`src/rtl/mac_age_pkg.sv`:
```
package mac_age_pkg;

    localparam int UNIT_W = 20;

    typedef enum logic [1:0] {
        UNIT_1US   = 2'd0,
        UNIT_100US = 2'd1,
        UNIT_10MS  = 2'd2,
        UNIT_1S    = 2'd3
    } unit_e;

    typedef struct packed {
        logic vld;
        logic lck;
        logic act;
    } slot_t;

    function automatic logic [UNIT_W-1:0] unit_len_us(input unit_e u);
        case (u)
            UNIT_1US:   return UNIT_W'(1);
            UNIT_100US: return UNIT_W'(100);
            UNIT_10MS:  return UNIT_W'(10000);
            default:    return UNIT_W'(1000000);
        endcase
    endfunction

endpackage

```
`src/rtl/mac_age_timebase.sv`:
```
module mac_age_timebase
    import mac_age_pkg::*;
#(
    parameter int CLK_PER_US = 200
) (
    input  logic       clk,
    input  logic       rst,
    input  logic       en,
    input  logic [1:0] unit_code,
    output logic       unit_tick
);
    localparam int DW = (CLK_PER_US > 1) ? $clog2(CLK_PER_US) : 1;

    logic [DW-1:0]     div_q;
    logic [UNIT_W-1:0] ucnt_q;
    logic [UNIT_W-1:0] ulen;
    logic              us_tick;

    assign ulen      = unit_len_us(unit_e'(unit_code));
    assign us_tick   = en && (div_q == DW'(CLK_PER_US - 1));
    assign unit_tick = us_tick && (ucnt_q >= ulen - UNIT_W'(1));

    always_ff @(posedge clk) begin
        if (rst || !en) begin
            div_q  <= '0;
            ucnt_q <= '0;
        end else begin
            div_q <= us_tick ? '0 : div_q + DW'(1);
            if (unit_tick)
                ucnt_q <= '0;
            else if (us_tick)
                ucnt_q <= ucnt_q + UNIT_W'(1);
        end
    end

    AST_IDLE_HELD: assert property (@(posedge clk) disable iff (rst)
        !en |=> (div_q == '0 && ucnt_q == '0));

endmodule

```
`src/rtl/mac_age_sweeper.sv`:
```
module mac_age_sweeper #(
    parameter int N_ENT    = 16,
    parameter int PERIOD_W = 16,
    localparam int IW      = $clog2(N_ENT)
) (
    input  logic                clk,
    input  logic                rst,
    input  logic [PERIOD_W-1:0] period,
    input  logic                unit_tick,
    output logic                visit_vld,
    output logic [IW-1:0]       visit_idx
);
    logic [PERIOD_W-1:0] pcnt_q;
    logic                en;
    logic                go;
    logic                busy_q;
    logic [IW-1:0]       idx_q;

    assign en = (period != '0);
    assign go = en && unit_tick && (pcnt_q == period - PERIOD_W'(1));

    always_ff @(posedge clk) begin
        if (rst || !en)
            pcnt_q <= '0;
        else if (go)
            pcnt_q <= '0;
        else if (unit_tick)
            pcnt_q <= pcnt_q + PERIOD_W'(1);
    end

    always_ff @(posedge clk) begin
        if (rst) begin
            busy_q <= 1'b0;
            idx_q  <= '0;
        end else if (busy_q) begin
            if (idx_q == IW'(N_ENT - 1))
                busy_q <= 1'b0;
            idx_q <= idx_q + IW'(1);
        end else if (go) begin
            busy_q <= 1'b1;
            idx_q  <= '0;
        end
    end

    assign visit_vld = busy_q;
    assign visit_idx = idx_q;

    AST_WALK_ORDER: assert property (@(posedge clk) disable iff (rst)
        (busy_q && idx_q != IW'(N_ENT - 1)) |=> (busy_q && idx_q == $past(idx_q) + IW'(1)));
    AST_NO_START_OFF: assert property (@(posedge clk) disable iff (rst)
        (!en && !busy_q) |=> !busy_q);

endmodule

```
`src/rtl/mac_age_table.sv`:
```
module mac_age_table
    import mac_age_pkg::*;
#(
    parameter int N_ENT = 16,
    localparam int IW   = $clog2(N_ENT)
) (
    input  logic             clk,
    input  logic             rst,
    input  logic             flush,
    input  logic             learn_vld,
    input  logic [IW-1:0]    learn_idx,
    input  logic             learn_lock,
    input  logic             hit_vld,
    input  logic [IW-1:0]    hit_idx,
    input  logic             visit_vld,
    input  logic [IW-1:0]    visit_idx,
    output logic [N_ENT-1:0] vld,
    output logic [N_ENT-1:0] lck,
    output logic [N_ENT-1:0] act
);
    slot_t slot_q [N_ENT];
    slot_t slot_d [N_ENT];

    always_comb begin
        for (int k = 0; k < N_ENT; k++) begin
            logic hit_k, ins_k, vis_k;
            hit_k = hit_vld && (hit_idx == IW'(k));
            ins_k = learn_vld && (learn_idx == IW'(k));
            vis_k = visit_vld && (visit_idx == IW'(k));
            slot_d[k] = slot_q[k];
            if (flush) begin
                slot_d[k] = '0;
            end else if (ins_k) begin
                slot_d[k] = '{vld: 1'b1, lck: learn_lock, act: 1'b1};
            end else if (slot_q[k].vld) begin
                if (vis_k) begin
                    if (!slot_q[k].lck && !slot_q[k].act && !hit_k)
                        slot_d[k] = '0;
                    else
                        slot_d[k].act = hit_k;
                end else if (hit_k) begin
                    slot_d[k].act = 1'b1;
                end
            end
        end
    end

    always_ff @(posedge clk) begin
        for (int k = 0; k < N_ENT; k++)
            slot_q[k] <= rst ? '0 : slot_d[k];
    end

    always_comb begin
        for (int k = 0; k < N_ENT; k++) begin
            vld[k] = slot_q[k].vld;
            lck[k] = slot_q[k].lck;
            act[k] = slot_q[k].act;
        end
    end

    AST_FLUSH_EMPTY: assert property (@(posedge clk) disable iff (rst)
        flush |=> (vld == '0 && act == '0));
    AST_LEARN_SETS: assert property (@(posedge clk) disable iff (rst)
        (learn_vld && !flush) |=> (vld[$past(learn_idx)] && act[$past(learn_idx)]));
    AST_LOCK_KEEP: assert property (@(posedge clk) disable iff (rst)
        !flush |=> ((($past(vld & lck)) & ~vld) == '0));
    AST_HIT_WINS: assert property (@(posedge clk) disable iff (rst)
        (hit_vld && vld[hit_idx] && !flush) |=> act[$past(hit_idx)]);

endmodule

```
`src/rtl/mac_age_engine.sv`:
```
module mac_age_engine #(
    parameter int N_ENT      = 16,
    parameter int CLK_PER_US = 200,
    parameter int PERIOD_W   = 16,
    localparam int IW        = $clog2(N_ENT)
) (
    input  logic                clk,
    input  logic                rst,
    input  logic [1:0]          cfg_unit,
    input  logic [PERIOD_W-1:0] cfg_period,
    input  logic                flush,
    input  logic                learn_vld,
    input  logic [IW-1:0]       learn_idx,
    input  logic                learn_lock,
    input  logic                hit_vld,
    input  logic [IW-1:0]       hit_idx,
    output logic [N_ENT-1:0]    ent_valid,
    output logic [N_ENT-1:0]    ent_locked,
    output logic [N_ENT-1:0]    ent_active
);
    logic          unit_tick;
    logic          visit_vld;
    logic [IW-1:0] visit_idx;

    mac_age_timebase #(.CLK_PER_US(CLK_PER_US)) u_tb (
        .clk       (clk),
        .rst       (rst),
        .en        (cfg_period != '0),
        .unit_code (cfg_unit),
        .unit_tick (unit_tick)
    );

    mac_age_sweeper #(.N_ENT(N_ENT), .PERIOD_W(PERIOD_W)) u_sw (
        .clk       (clk),
        .rst       (rst),
        .period    (cfg_period),
        .unit_tick (unit_tick),
        .visit_vld (visit_vld),
        .visit_idx (visit_idx)
    );

    mac_age_table #(.N_ENT(N_ENT)) u_tab (
        .clk        (clk),
        .rst        (rst),
        .flush      (flush),
        .learn_vld  (learn_vld),
        .learn_idx  (learn_idx),
        .learn_lock (learn_lock),
        .hit_vld    (hit_vld),
        .hit_idx    (hit_idx),
        .visit_vld  (visit_vld),
        .visit_idx  (visit_idx),
        .vld        (ent_valid),
        .lck        (ent_locked),
        .act        (ent_active)
    );

endmodule

```
`config.mk`:
```
export PLATFORM = sky130hd
export DESIGN_NAME = mac_age_engine
export DESIGN_NICKNAME = d
export VERILOG_FILES = /design/src/rtl/mac_age_pkg.sv /design/src/rtl/mac_age_timebase.sv /design/src/rtl/mac_age_sweeper.sv /design/src/rtl/mac_age_table.sv /design/src/rtl/mac_age_engine.sv
export SDC_FILE = /design/constraint.sdc
export NUM_CORES = 1
export LEC_CHECK = 0
export BUFFER_PORTS_ARGS = -buffer_cell sky130_fd_sc_hd__buf_2
export CORE_UTILIZATION = 55
export DETAILED_ROUTE_END_ITERATION = 6
export HOLD_SLACK_MARGIN = 0.02
export PLACE_DENSITY = 0.77
export SYNTH_ARGS = -nofsm -noshare
export SYNTH_HDL_FRONTEND = slang
export SYNTH_SLANG_ARGS = --single-unit
export TNS_END_PERCENT = 50
```
`constraint.sdc`:
```
create_clock -name clk -period 3.8 [get_ports clk]
set_input_delay 0.38 -clock clk [delete_from_list [all_inputs] [get_ports clk]]
set_output_delay 0.38 -clock clk [all_outputs]
set_load 0.03 [all_outputs]
```
-- Word-level counts from Yosys, hierarchy flattened
Memory sizes are Yosys's and may differ from the RTL's.
Index checks and enable logic that the tools add are counted.
- register bits: 49
- bits in writable memories: 48
- output and inout port bits: 48
- memories: 1
- word-level logic and storage cells: 355
- input bits: 32
- magnitude comparators: 1
- equality and inequality tests: 49
- add/subtract/negate cells: 6
- reductions and logical operators: 143
- mux-type cells: 150
- memory list (memory ; depth ; width ; rd ports ; clocked after memory_dff ; wr ports ; RTL line ; source):
    u_tab.slot_q ; 16 ; 3 ; 16 ; 0 ; 16 ; mac_age_table.sv:21 ; slot_t slot_q [N_ENT];
- operator list (kind ; number):
    $mux 3 ; 64
    $eq 4x4->1 const B ; 24
    $logic_and 1x1->1 ; 84
    $mux 2 ; 32
    $pmux 20 s3 ; 1
    $mux 1 ; 51
    $logic_not 1->1 ; 49
    $eq 4x3->1 const B ; 12
    $eq 4x2->1 const B ; 6
    $add 20x1->20 const B ; 1
    $ge 20x20->1 ; 1
    $sub 20x1->20 const B ; 1
    $add 16x1->16 const B ; 1
    $eq 16x16->1 ; 1
    $reduce_bool 16->1 ; 1
    $sub 16x1->16 const B ; 1
    $eq 4x1->1 const B ; 3
    $logic_not 4->1 ; 3
    $add 8x1->8 const B ; 1
    $eq 8x8->1 const B ; 1
    $mux 4 ; 2
    $reduce_or 2->1 ; 3
    $add 4x1->4 const B ; 1
    $eq 2x1->1 const B ; 1
    other kinds (4) ; 4

-- Depth between registers and ports, before layout
- depth after elaboration: 10
- depth in mapped cells: 14
- gate-level depth less buffers: 13

-- Modules after synthesis
A second synthesis with hierarchy kept.
- cell total of the unflattened synthesis: 698
- area total of the unflattened synthesis: 5728.0 um^2
- modules (own cells, without submodules) (module ; instances ; area each (um^2) ; cells each ; seq. area each (um^2)):
    mac_age_table ; 1 ; 2352.3 ; 292 ; 960.9
    mac_age_timebase ; 1 ; 1843.0 ; 215 ; 560.5
    mac_age_sweeper ; 1 ; 1501.4 ; 186 ; 420.4
    mac_age_engine ; 1 ; 31.3 ; 5 ; 0.0

-- Worst setup path before layout
OpenSTA, ideal clock, no wires.
- kind: input -> register
- start point: input port cfg_unit[1]
- end point: register u_sw.pcnt_q[15]
- stages on the path: 12
- arrival time: 2.663 ns
- slack: 1.067 ns
- required time: 3.730 ns
- setup time: 0.070 ns
- path buffers: 0
- cell sequence: inv_1 nand2_1 ha_1 ha_1 nand2_1 o21ai_0 a21oi_1 a211oi_1 o21a_2 nand4_1 or4_1 a21oi_1
- longest elaborated chain between the ends: 8
- elaborated cells between the ends (all ways): 10
- classes of those cells: 1 x add/sub; 1 x order compare; 2 x eq/ne; 1 x mux; 5 x reduce/logical
- ends and longest elaborated chain (what ; RTL line ; source):
    start, declared ; mac_age_engine.sv:9 ; input logic [1:0] cfg_unit,
    $eq 2x2->1, or another cell as far along ; mac_age_pkg.sv:19 ; case (u)
    $pmux 20 s3 * ; mac_age_pkg.sv:19 ;
    $sub 20x1->20 * ; mac_age_timebase.sv:21 ; assign unit_tick = us_tick && (ucnt_q >= ulen - UNIT_W'(1));
    $ge 20x20->1 * ; mac_age_timebase.sv:21 ;
    $logic_and 1x1->1 * ; mac_age_timebase.sv:21 ;
    $logic_and 1x1->1 (2 in series) ; mac_age_sweeper.sv:20 ; assign go = en && unit_tick && (pcnt_q == period - PERIOD_W'(1));
    $reduce_or 2->1 (no source line) ; -- ;
    end signal, assigned ; mac_age_sweeper.sv:28 ; pcnt_q <= pcnt_q + PERIOD_W'(1);
    end, declared ; mac_age_sweeper.sv:13 ; logic [PERIOD_W-1:0] pcnt_q;
Every way passes the cells marked *; elsewhere a longest branch is shown, timed or not.
A chain may end at the register's enable or synchronous reset.

-- Worst setup path in the final report
Same ends and word-level chain as after synthesis.

==> flow_metrics.tcl <==
set metrics [dict create \
    outcome "complete, no violations" \
    clock_path_buffers 2 \
    via_count 5168 \
    r2r_end "u_sw.pcnt_q[15]$_SDFFE_PP0P_" \
    portBuffers 79 \
    post_drt_wl_per_cell_um 14.93 \
    gp_congestion 0.8654 \
    nNetsFinal 805 \
    io_pins 80 \
    pre_cts_ws_ps 468.0 \
    slowest_stage "or4_1" \
    track_usage_pct 25.86 \
    fillers 861 \
    cts_tree "yes" \
    antenna_found_initial 0 \
    yosys-top-cells-area "dfxtp_1, ha_1, xor2_1, a21oi_1, nand3_1" \
    cts-root-buf "clkbuf_8" \
    max_freq_mhz 339.5 \
    synth_area_mm2 0.005513 \
    leakagePower_nw 2.427 \
    row_count 36 \
    routed_via_density 5.873 \
    critPathKind "input pin to flop" \
    start_util_pct 56.66 \
    yosysWarnings 0 \
    grt_setup_unrepaired "no" \
    die_width_um 102.1 \
    clockPowerShare_pct 39.1 \
    tightest_slew_ps 923.1 \
    ys_types 63 \
    fin_crit_sh_pct 77.52 \
    min_to "u_sw.visit_vld$_SDFF_PP0_" \
    setup_tns_ps 0 \
    synth_top_area_share_pct 35.22 \
    final-hold-violation-count 0 \
    grt_max_degree 49 \
    ys_seq_area_share_pct 35.22 \
    internal-power_mw 1.465 \
    yosysTopAreaCell "dfxtp_1" \
    cpPeakStageDelay_ps 570 \
    seq_power_share_pct 52.6 \
    clock_sinks 97 \
    hp-start "rst" \
    hp-class "input pin to flop" \
    h-tree-depth 3 \
    power_frac_comb_pct 8.2 \
    drt_drc_violations_left 0 \
    first_iter_violations 248 \
    async_flop_share_pct 0 \
    num_antenna_cells 0 \
    r2r_setup_slack_ps 1040 \
    netSwitchingFraction_pct 24.90 \
    crit_chain "buf_2 > inv_1 > nand2_1 > ha_1 > ha_1 > nand2_1 > o21ai_0 > a21oi_1 > a211oi_1 > o21a_2 > nand4_1 > or4_1 > a21oi_1" \
    reg2reg_depth 8 \
    skew_ps 8.856 \
    hold_depth 2 \
    p_per_area_mw_per_mm2 315.8 \
    first_pass_iters 5 \
    p_switching_uw 485.9 \
    fin_crit_ps 2946 \
    clk_latency_ps 380 \
    finalPower_mw 1.951 \
    relSlewSlack_pct 38.38 \
    synth_edf_count 0 \
    arrival_ps 3250 \
    ys_ff_latch 97 \
    area_growth_syn_to_layout_pct 12.10 \
    grt_pass1_vias 4731 \
    maxSlewViolCount 0 \
    grt_pass1_wl_um 21260 \
    post_cts_resized 0 \
    cap_viol_max_count 0 \
    ctsHoldBuffers 0 \
    irDropWorstVdd_mv 0.1679 \
    numCtsBuffers 9 \
    crit_path_max_fanout 16 \
    routed_wl_um 13130 \
    synth.avg_cell_area_um2 8.179 \
    drtAntennaViolNets 0 \
    setup_viol 0 \
    cp.required_ps 4110 \
    overflow 0 \
    rr_startpoint "u_tb.div_q[0]$_SDFF_PP0_" \
    place_hpwl_um 9906 \
    synthCells 674 \
    drive_gt1_share_pct 14.99 \
    die_h_um 102.1 \
    cts_setup_buffers 0 \
    crit_path_start_kind "input pin" \
    synth_ff_type "dfxtp_1" \
    dieArea_mm2 0.01043 \
    setup.worst_path.end_class "flop" \
    coreArea_mm2 0.009729 \
    clk_pin_slew_ps 90 \
    worst_slack_ps 854.3 \
]
==> layout make-up <==
type                    count  area [um2]  share of cell area (%)
multi-input cells         530        3354                   54.28
inverters                  25       93.84                   1.519
clock buffers              10       137.6                   2.227
clock inverters             6       90.09                   1.458
repair buffers             79       395.4                   6.398
well taps                 133       166.4                   2.693
flip-flops and latches     97        1942                   31.42
==> kinds of logic (layout without fill, tap and decap cells) <==
group,count (synthesis),count (layout),synth area share (%)
simple gates,301,301,28.01
compound gates,130,130,15.21
flops,97,97,35.22
xor+xnor,53,53,8.420
buf+inv,50,120,4.131
fa+ha+maj,31,31,7.036
mux,10,10,1.838
other cells,2,5,0.1362
==> placed cells by master (no fill, tap or decap), drive strengths merged, types with 6 or more instances in the layout <==
master  Yosys  layout
nor4        6       6
buf         7      79
a21oi      58      58
nand3      57      57
nand2b      7       7
o21ai      13      13
nand4      24      24
nor2b       8       8
o41ai      12      12
nand2      63      63
dfxtp      97      97
inv        25      26
a22oi      10      10
clkbuf     18      10
xnor2      17      17
xor2       36      36
and3       15      15
and2        9       9
mux2i       9       9
nor2       75      75
ha         31      31
nor3       13      13
==> routing by layer <==
metal,global-route usage (%),up-vias,part of all wire [%]
met5,0,-,0
met4,13.63,0,3.1
met3,4.241,36,5.2
met2,43.83,164,47
met1,31.52,2421,45
li1,-,2547,-
==> synth_stat cells (all sizes together) (3+ instances only) <==
cell type,number
or2,3
and4,3
dfxtp,97
nor2,75
clkbuf,18
nor2b,8
buf,7
xnor2,17
o21ai,13
a2111oi,3
a21o,3
nor4,6
a21oi,58
xor2,36
or3,5
o31ai,5
and3,15
nand2b,7
nand4,24
ha,31
nor3,13
nand3,57
a22oi,10
nor3b,3
a31oi,4
a211oi,4
a41oi,3
inv,25
mux2i,9
and2,9
o41ai,12
nand2,63
==> power groups by stage <==
stage | registers, mW | logic [mW] | clock network [mW]
2_1_floorplan | 1.06 | 0.0958 | 0
3_3_place_gp | 1.05 | 0.153 | 0
3_5_place_dp | 1.05 | 0.158 | 0
4_1_cts | 1.03 | 0.159 | 0.774
5_1_grt | 1.03 | 0.178 | 0.812
6_report | 1.03 | 0.160 | 0.764
==> through the flow <==
step	instance area, um2	cells	util, %	hold WS, ps
after floorplan	5524	677	-	413.0
after global placement	5952	864	61.18	424.7
after detailed placement	5952	864	61.18	431.4
after CTS	6180	880	63.52	276.1
after global routing	6180	880	63.52	280.2
final	6180	880	63.52	279.2
==> flip-flops by register name, summed over array words and instances (netlist names) <==
signal	count
u_tab.slot_q	48
u_tb.ucnt_q	20
u_sw.pcnt_q	16
u_tb.div_q	8
u_sw.visit_idx	4
u_sw.visit_vld	1
==> worst max-delay path: cells and delay by family <==
kind	cells	cell delay [ps]
AO/OA/AOI/OAI	5	1020
adder cells (fa/ha/maj)	2	610
buffers and inverters	2	250
AND/OR/NAND/NOR	4	1000
==> how the worst max path moves through the flow <==
| stage | cells after the start | start | end | slack (ps) |
|---|---|---|---|---|
| 2_1_floorplan | 12 | cfg_unit[1] | u_sw.pcnt_q[15]$_SDFFE_PP0P_ | 1070 |
| 6_report | 13 | cfg_unit[1] | u_sw.pcnt_q[15]$_SDFFE_PP0P_ | 850 |
| 3_3_place_gp | 13 | cfg_unit[1] | u_sw.pcnt_q[15]$_SDFFE_PP0P_ | 650 |
| 3_5_place_dp | 13 | cfg_unit[1] | u_sw.pcnt_q[15]$_SDFFE_PP0P_ | 470 |
| 5_1_grt | 13 | cfg_unit[1] | u_sw.pcnt_q[15]$_SDFFE_PP0P_ | 570 |
| 4_1_cts | 13 | cfg_unit[1] | u_sw.pcnt_q[15]$_SDFFE_PP0P_ | 860 |
(Power assumes the default switching activity.)
